$ cat src/rtl/vme_slave_decode.sv
module vme_slave_decode #(
  parameter int NUM_IMG = 8,
  parameter int AW = 32,
  parameter int FINE_RES = 12,
  parameter int COARSE_RES = 16,
  parameter logic [5:0] UAM0_RST = 6'h10,
  parameter logic [5:0] UAM1_RST = 6'h1F
) (
  input  logic                       clk,
  input  logic                       rst_n,
  input  logic                       cfg_we,
  input  logic [$clog2(NUM_IMG)+1:0] cfg_sel,
  input  logic [31:0]                cfg_wdata,
  input  logic [AW-1:0]              vme_addr,
  input  logic [5:0]                 vme_am,
  input  logic                       as_valid,
  output logic                       hit,
  output logic [$clog2(NUM_IMG)-1:0] hit_idx,
  output logic                       overlap_err
);
  localparam int IW = $clog2(NUM_IMG);

  logic [7:0]    ctl   [NUM_IMG];
  logic [AW-1:0] base  [NUM_IMG];
  logic [AW-1:0] bound [NUM_IMG];
  logic [5:0]    uam0, uam1;
  logic [NUM_IMG-1:0] match, en_vec;

  wire [1:0]    grp = cfg_sel[IW+1:IW];
  wire [IW-1:0] img = cfg_sel[IW-1:0];

  always_ff @(posedge clk) begin
    if (!rst_n) begin
      for (int i = 0; i < NUM_IMG; i++) begin
        ctl[i]   <= '0;
        base[i]  <= '0;
        bound[i] <= '0;
      end
      uam0 <= UAM0_RST;
      uam1 <= UAM1_RST;
    end else if (cfg_we) begin
      case (grp)
        2'd0: ctl[img]   <= cfg_wdata[7:0];
        2'd1: base[img]  <= cfg_wdata[AW-1:0];
        2'd2: bound[img] <= cfg_wdata[AW-1:0];
        default: begin
          uam0 <= cfg_wdata[5:0];
          uam1 <= cfg_wdata[13:8];
        end
      endcase
    end
  end

  wire user_am = (vme_am == uam0) || (vme_am == uam1);
  wire am_prv  = vme_am[2] ? 1'b1 : 1'b0;

  for (genvar g = 0; g < NUM_IMG; g++) begin : g_img
    localparam int RES = (g % 4 == 0) ? FINE_RES : COARSE_RES;
    localparam logic [AW-1:0] MSK = {{(AW-RES){1'b1}}, {RES{1'b0}}};

    wire [AW-1:0] a_m = vme_addr & MSK;
    wire [AW-1:0] b_m = base[g] & MSK;
    wire [AW-1:0] t_m = bound[g] & MSK;
    wire in_win = (a_m >= b_m) && (a_m < t_m);

    wire sup = ctl[g][3];
    wire np  = ctl[g][4];
    wire prg = ctl[g][5];
    wire dat = ctl[g][6];
    wire priv_ok = am_prv ? sup : np;
    wire type_ok = (vme_am[1:0] == 2'b01 && dat) || (vme_am[1:0] == 2'b10 && prg);

    logic std_ok;
    always_comb begin
      case (ctl[g][2:1])
        2'd0:    std_ok = vme_am[5:3] == 3'b101 && vme_am[1:0] == 2'b01 && priv_ok;
        2'd1:    std_ok = vme_am[5:3] == 3'b111 && priv_ok && type_ok;
        2'd2:    std_ok = vme_am[5:3] == 3'b001 && priv_ok && type_ok;
        default: std_ok = vme_am == 6'h2F;
      endcase
    end

    assign en_vec[g] = ctl[g][0];
    assign match[g]  = en_vec[g] && in_win && (std_ok || (ctl[g][7] && user_am));
  end

  logic [IW-1:0] idx_n;
  always_comb begin
    idx_n = '0;
    for (int i = NUM_IMG - 1; i >= 0; i--)
      if (match[i]) idx_n = IW'(i);
  end

  always_ff @(posedge clk) begin
    if (!rst_n) begin
      hit         <= 1'b0;
      hit_idx     <= '0;
      overlap_err <= 1'b0;
    end else if (as_valid) begin
      hit         <= |match;
      hit_idx     <= idx_n;
      overlap_err <= $countones(match) > 1;
    end
  end
endmodule


$ cat config.mk
export PLATFORM = sky130hd
export DESIGN_NAME = vme_slave_decode
export DESIGN_NICKNAME = d
export VERILOG_FILES = /design/src/rtl/vme_slave_decode.sv
export SDC_FILE = /design/constraint.sdc
export NUM_CORES = 1
export LEC_CHECK = 0
export BUFFER_PORTS_ARGS = -buffer_cell sky130_fd_sc_hd__buf_2
export CAP_MARGIN = 20
export CORE_MARGIN = 5
export CORE_UTILIZATION = 49
export DETAILED_ROUTE_END_ITERATION = 6
export PLACE_DENSITY = 0.66
export SYNTH_ARGS = -nofsm -noshare
export SYNTH_HDL_FRONTEND = slang
export SYNTH_SLANG_ARGS = --single-unit
$ cat constraint.sdc
create_clock -name clk -period 13.8 [get_ports clk]
set_clock_uncertainty 0.2 [all_clocks]
set_input_delay 2.07 -clock clk [delete_from_list [all_inputs] [get_ports clk]]
set_output_delay 2.07 -clock clk [all_outputs]
set_load 0.02 [all_outputs]
==> impl_metrics.py <==
metrics = {
    "run_status": {
        "outcome": "finished clean",
    },
    "clock_tree": {
        "htreeDepth": 2,
        "cts_tree": "done",
        "clkSinkCount": 353,
        "post_cts_resized": 0,
        "clock_path_buffers": 3,
        "clk_latency_ns": 0.54,
        "postCtsSetupRepairBufs": 0,
        "cts_buffers": 40,
        "clkTransAtPathRegs_ns": 0.06,
        "clockRootBuffer": "clkbuf_16",
        "hold_buffers": 0,
    },
    "drt": {
        "via_per_inst": 5.41,
        "drt_iter0_drc": 654,
        "firstDrtPassIters": 5,
        "routed_wl_um": 51600,
        "ant_nets": 0,
        "dr_total_vias": 14152,
        "drc": 0,
        "wl_per_cell_um": 19.7,
    },
    "setup_path": {
        "path_depth": 20,
        "crit_top_cell": "fa_1",
        "startpoint": "vme_addr[16]",
        "cp_max_fo": 10,
        "path_cells": "buf_2, inv_1, ha_1, nand2b_1, a21oi_1, o21ai_0, a21o_1, a21oi_1, o31ai_1, and3_1, fa_1, inv_1, fa_1, fa_1, inv_1, ha_1, fa_1, nand3_1, o21ai_0, a31oi_1",
        "start_kind": "input pin",
        "rr_endpoint": "overlap_err$_SDFFE_PN0P_",
        "critPathBufInv": 4,
        "cp-end-kind": "flop",
        "path_class": "input pin to flop",
        "required_ns": 14.06,
        "cpMaxStageDelayCell": "fa_1",
        "cp.arrival_ns": 6.91,
        "cpPeakStageDelay_ns": 0.54,
        "crit_path_end": "overlap_err$_SDFFE_PN0P_",
        "r2r_slack_ns": 8.91,
        "path_delay_family": "adder cells",
        "r2r_cells": 18,
        "r2r-start": "ctl[0][1]$_SDFFCE_PN0P_",
    },
    "floorplan": {
        "die_w_um": 218,
        "coreArea_um2": 42900,
        "start_util_pct": 49.3,
        "die_y_um": 218,
        "die-area_um2": 47400,
        "rows": 76,
        "ios": 84,
    },
    "layout": {
        "num-fill-cells": 3660,
        "register_area_um2": 10400,
        "finish.utilization_pct": 54.6,
        "final_nets": 2378,
        "multi_input_area_um2": 9400,
        "area_growth_pct": 10.7,
        "final_layout_size_suffix_gt1_share_pct": 8.48,
    },
    "placement": {
        "portBuffers": 71,
        "dp_hpwl_um": 34000,
        "place.gp.congestion": 0.810,
    },
    "logic_synthesis": {
        "syn_area_um2": 21100,
        "yosys_warnings": 0,
        "synthTopCellsByCount": "338 x and2_1, 336 x edfxtp_1, 294 x inv_1",
        "async_flop_share_pct": 0,
        "yosys_most_used_dff": "edfxtp_1",
        "synth_edf_count": 336,
        "ys_types": 76,
        "synth_largest_area_cell": "edfxtp_1",
        "ys_seq_area_share_pct": 49.3,
        "ys_top_cells_by_area": "edfxtp_1 48%, ha_1 17%, and2_1 10%, inv_1 5.2%, o21ai_0 2.0%",
        "synth_top_area_share_pct": 47.7,
        "synth_seq_cells": 353,
        "synth_most_common_cell": "and2_1",
        "syn_inst": 1918,
        "synth_nets": 2293,
        "post_synth.cell_area_avg_um2": 11.0,
    },
    "sta": {
        "finalCriticalPeriod_ns": 6.65,
        "timing.fmax_ghz": 0.150,
        "min_period_over_period_pct": 48.2,
        "whs_ns": 0.280,
        "setup_tns_ns": 0,
        "setup_violations": 0,
        "final_hold_viol_count": 0,
        "slew_headroom_pct": 26.5,
        "tightest_slew_ns": 1.10,
        "rsz0062_at_grt": "no",
        "slew_violations": 0,
    },
    "pwr": {
        "power_leakage_nw": 10.3,
        "total_power_mw": 2.53,
        "power.density_nw_per_um2": 108,
        "combPwrFrac_pct": 11.7,
        "pwr-share-seq_pct": 49.1,
        "power.switching_mw": 0.616,
        "ir_worst_vdd_v": 0.0000881,
        "clkPwrFrac_pct": 39.2,
        "switching_share_pct": 24.3,
        "p_int_mw": 1.92,
    },
    "min_path": {
        "hold_depth": 2,
        "hold_class": "flop to flop",
    },
    "global_routing": {
        "grt_max_degree": 43,
        "antenna_found_initial": 4,
        "track_usage_pct": 21.9,
        "overflow": 0,
        "grt_pass1_vias": 14281,
        "grt_pass1_wl_um": 79500,
    },
    "flow_run": {
        "maxCapViolCount": 0,
    },
}
## cells in the final DEF, fill, tap and decap left out, types with 5 or more instances in the layout
master and n:
a21boi_0 11, o211ai_1 10, and2_1 338, nor2b_1 11, a211oi_1 18, xnor2_1 12, nor3_1 10, edfxtp_1 336
buf_2 73, mux2i_1 12, o21ai_0 67, buf_4 16, nand2_1 73, o21ai_1 13, o21a_1 6, clkbuf_16 42
clkbuf_1 13, inv_1 294, dfxtp_1 17, ha_1 292, a211o_1 5, nor3b_1 6, nand2b_1 8, o2111ai_1 5
clkinv_1 6, nor4_1 8, nand3_1 16, nand4_1 37, a2111oi_0 8, a21o_1 28, o31ai_1 5, a21oi_1 60
nor2_1 78
## power groups by stage
stage / combinational (mW) / clock (mW) / sequential (mW)
finish: 0.296 / 0.992 / 1.24
global route: 0.338 / 1.05 / 1.25
CTS: 0.298 / 1.01 / 1.25
detailed placement: 0.296 / 0 / 1.27
global placement: 0.280 / 0 / 1.26
floorplan: 0.181 / 0 / 1.26
## cells by family after synthesis
logic type,synth area share (%)
simple gates,16.6
flops,49.3
buf+inv,6.29
fa+ha+maj,17.7
compound gates,8.97
mux,0.621
xor+xnor,0.497
## registers in the layout, indices dropped and copies added (netlist names)
signal / flops
uam1: 6
hit_idx: 3
ctl: 64
base: 136
uam0: 6
bound: 136
overlap_err: 1
hit: 1
## metrics by stage
step	instances	setup slack [ns]	cell area, um^2
global placement	2536	6.66	22100
floorplan	1918	7.64	21100
finish	2615	7.15	23400
CTS	2605	7.11	23300
detailed placement	2537	6.60	22100
global route	2614	6.87	23400
## worst register-to-register path, cell delays in order, from the launching register on
cell	delay, ns
edfxtp_1	0.39
inv_1	0.10
ha_1	0.23
and2_1	0.14
a32o_1	0.26
a222oi_1	0.50
nor4_2	0.09
o311ai_2	0.14
inv_1	0.12
fa_1	0.55
inv_1	0.06
fa_1	0.52
fa_1	0.54
inv_1	0.04
ha_1	0.23
fa_1	0.39
nand3_1	0.08
o21ai_0	0.07
a31oi_1	0.18
## worst min-delay path by stage
stage	start	endpoint	slack (ns)
5_1_grt	uam1[2]$_SDFFE_PN1P_	uam1[2]$_SDFFE_PN1P_	0.30
4_1_cts	uam0[0]$_SDFFE_PN0P_	uam0[0]$_SDFFE_PN0P_	0.28
6_report	uam0[0]$_SDFFE_PN0P_	uam0[0]$_SDFFE_PN0P_	0.28
3_3_place_gp	uam0[0]$_SDFFE_PN0P_	uam0[0]$_SDFFE_PN0P_	0.27
2_1_floorplan	uam0[0]$_SDFFE_PN0P_	uam0[0]$_SDFFE_PN0P_	0.26
3_5_place_dp	uam0[0]$_SDFFE_PN0P_	uam0[0]$_SDFFE_PN0P_	0.28
## routing by layer
metal  vias up  wire length (um)  global-route usage [%]
li1       6860                 -                       -
met1      6818             21500                    26.9
met2       321             25700                    38.8
met3       151              2140                    2.96
met4         2              2280                    8.92
met5         -                13                       0
## layout make-up
| cell class | count | share of cell area, % |
|---|---|---|
| Sequential cell | 353 | 44.5 |
| Multi-Input combinational cell | 1219 | 40.1 |
| Clock buffer | 57 | 4.81 |
| Inverter | 294 | 4.71 |
| Tap cell | 585 | 3.13 |
| Timing Repair Buffer | 95 | 2.35 |
| Clock inverter | 11 | 0.310 |
| Antenna cell | 1 | 0.0107 |
Note: power is estimated with default switching activity, not from simulation.
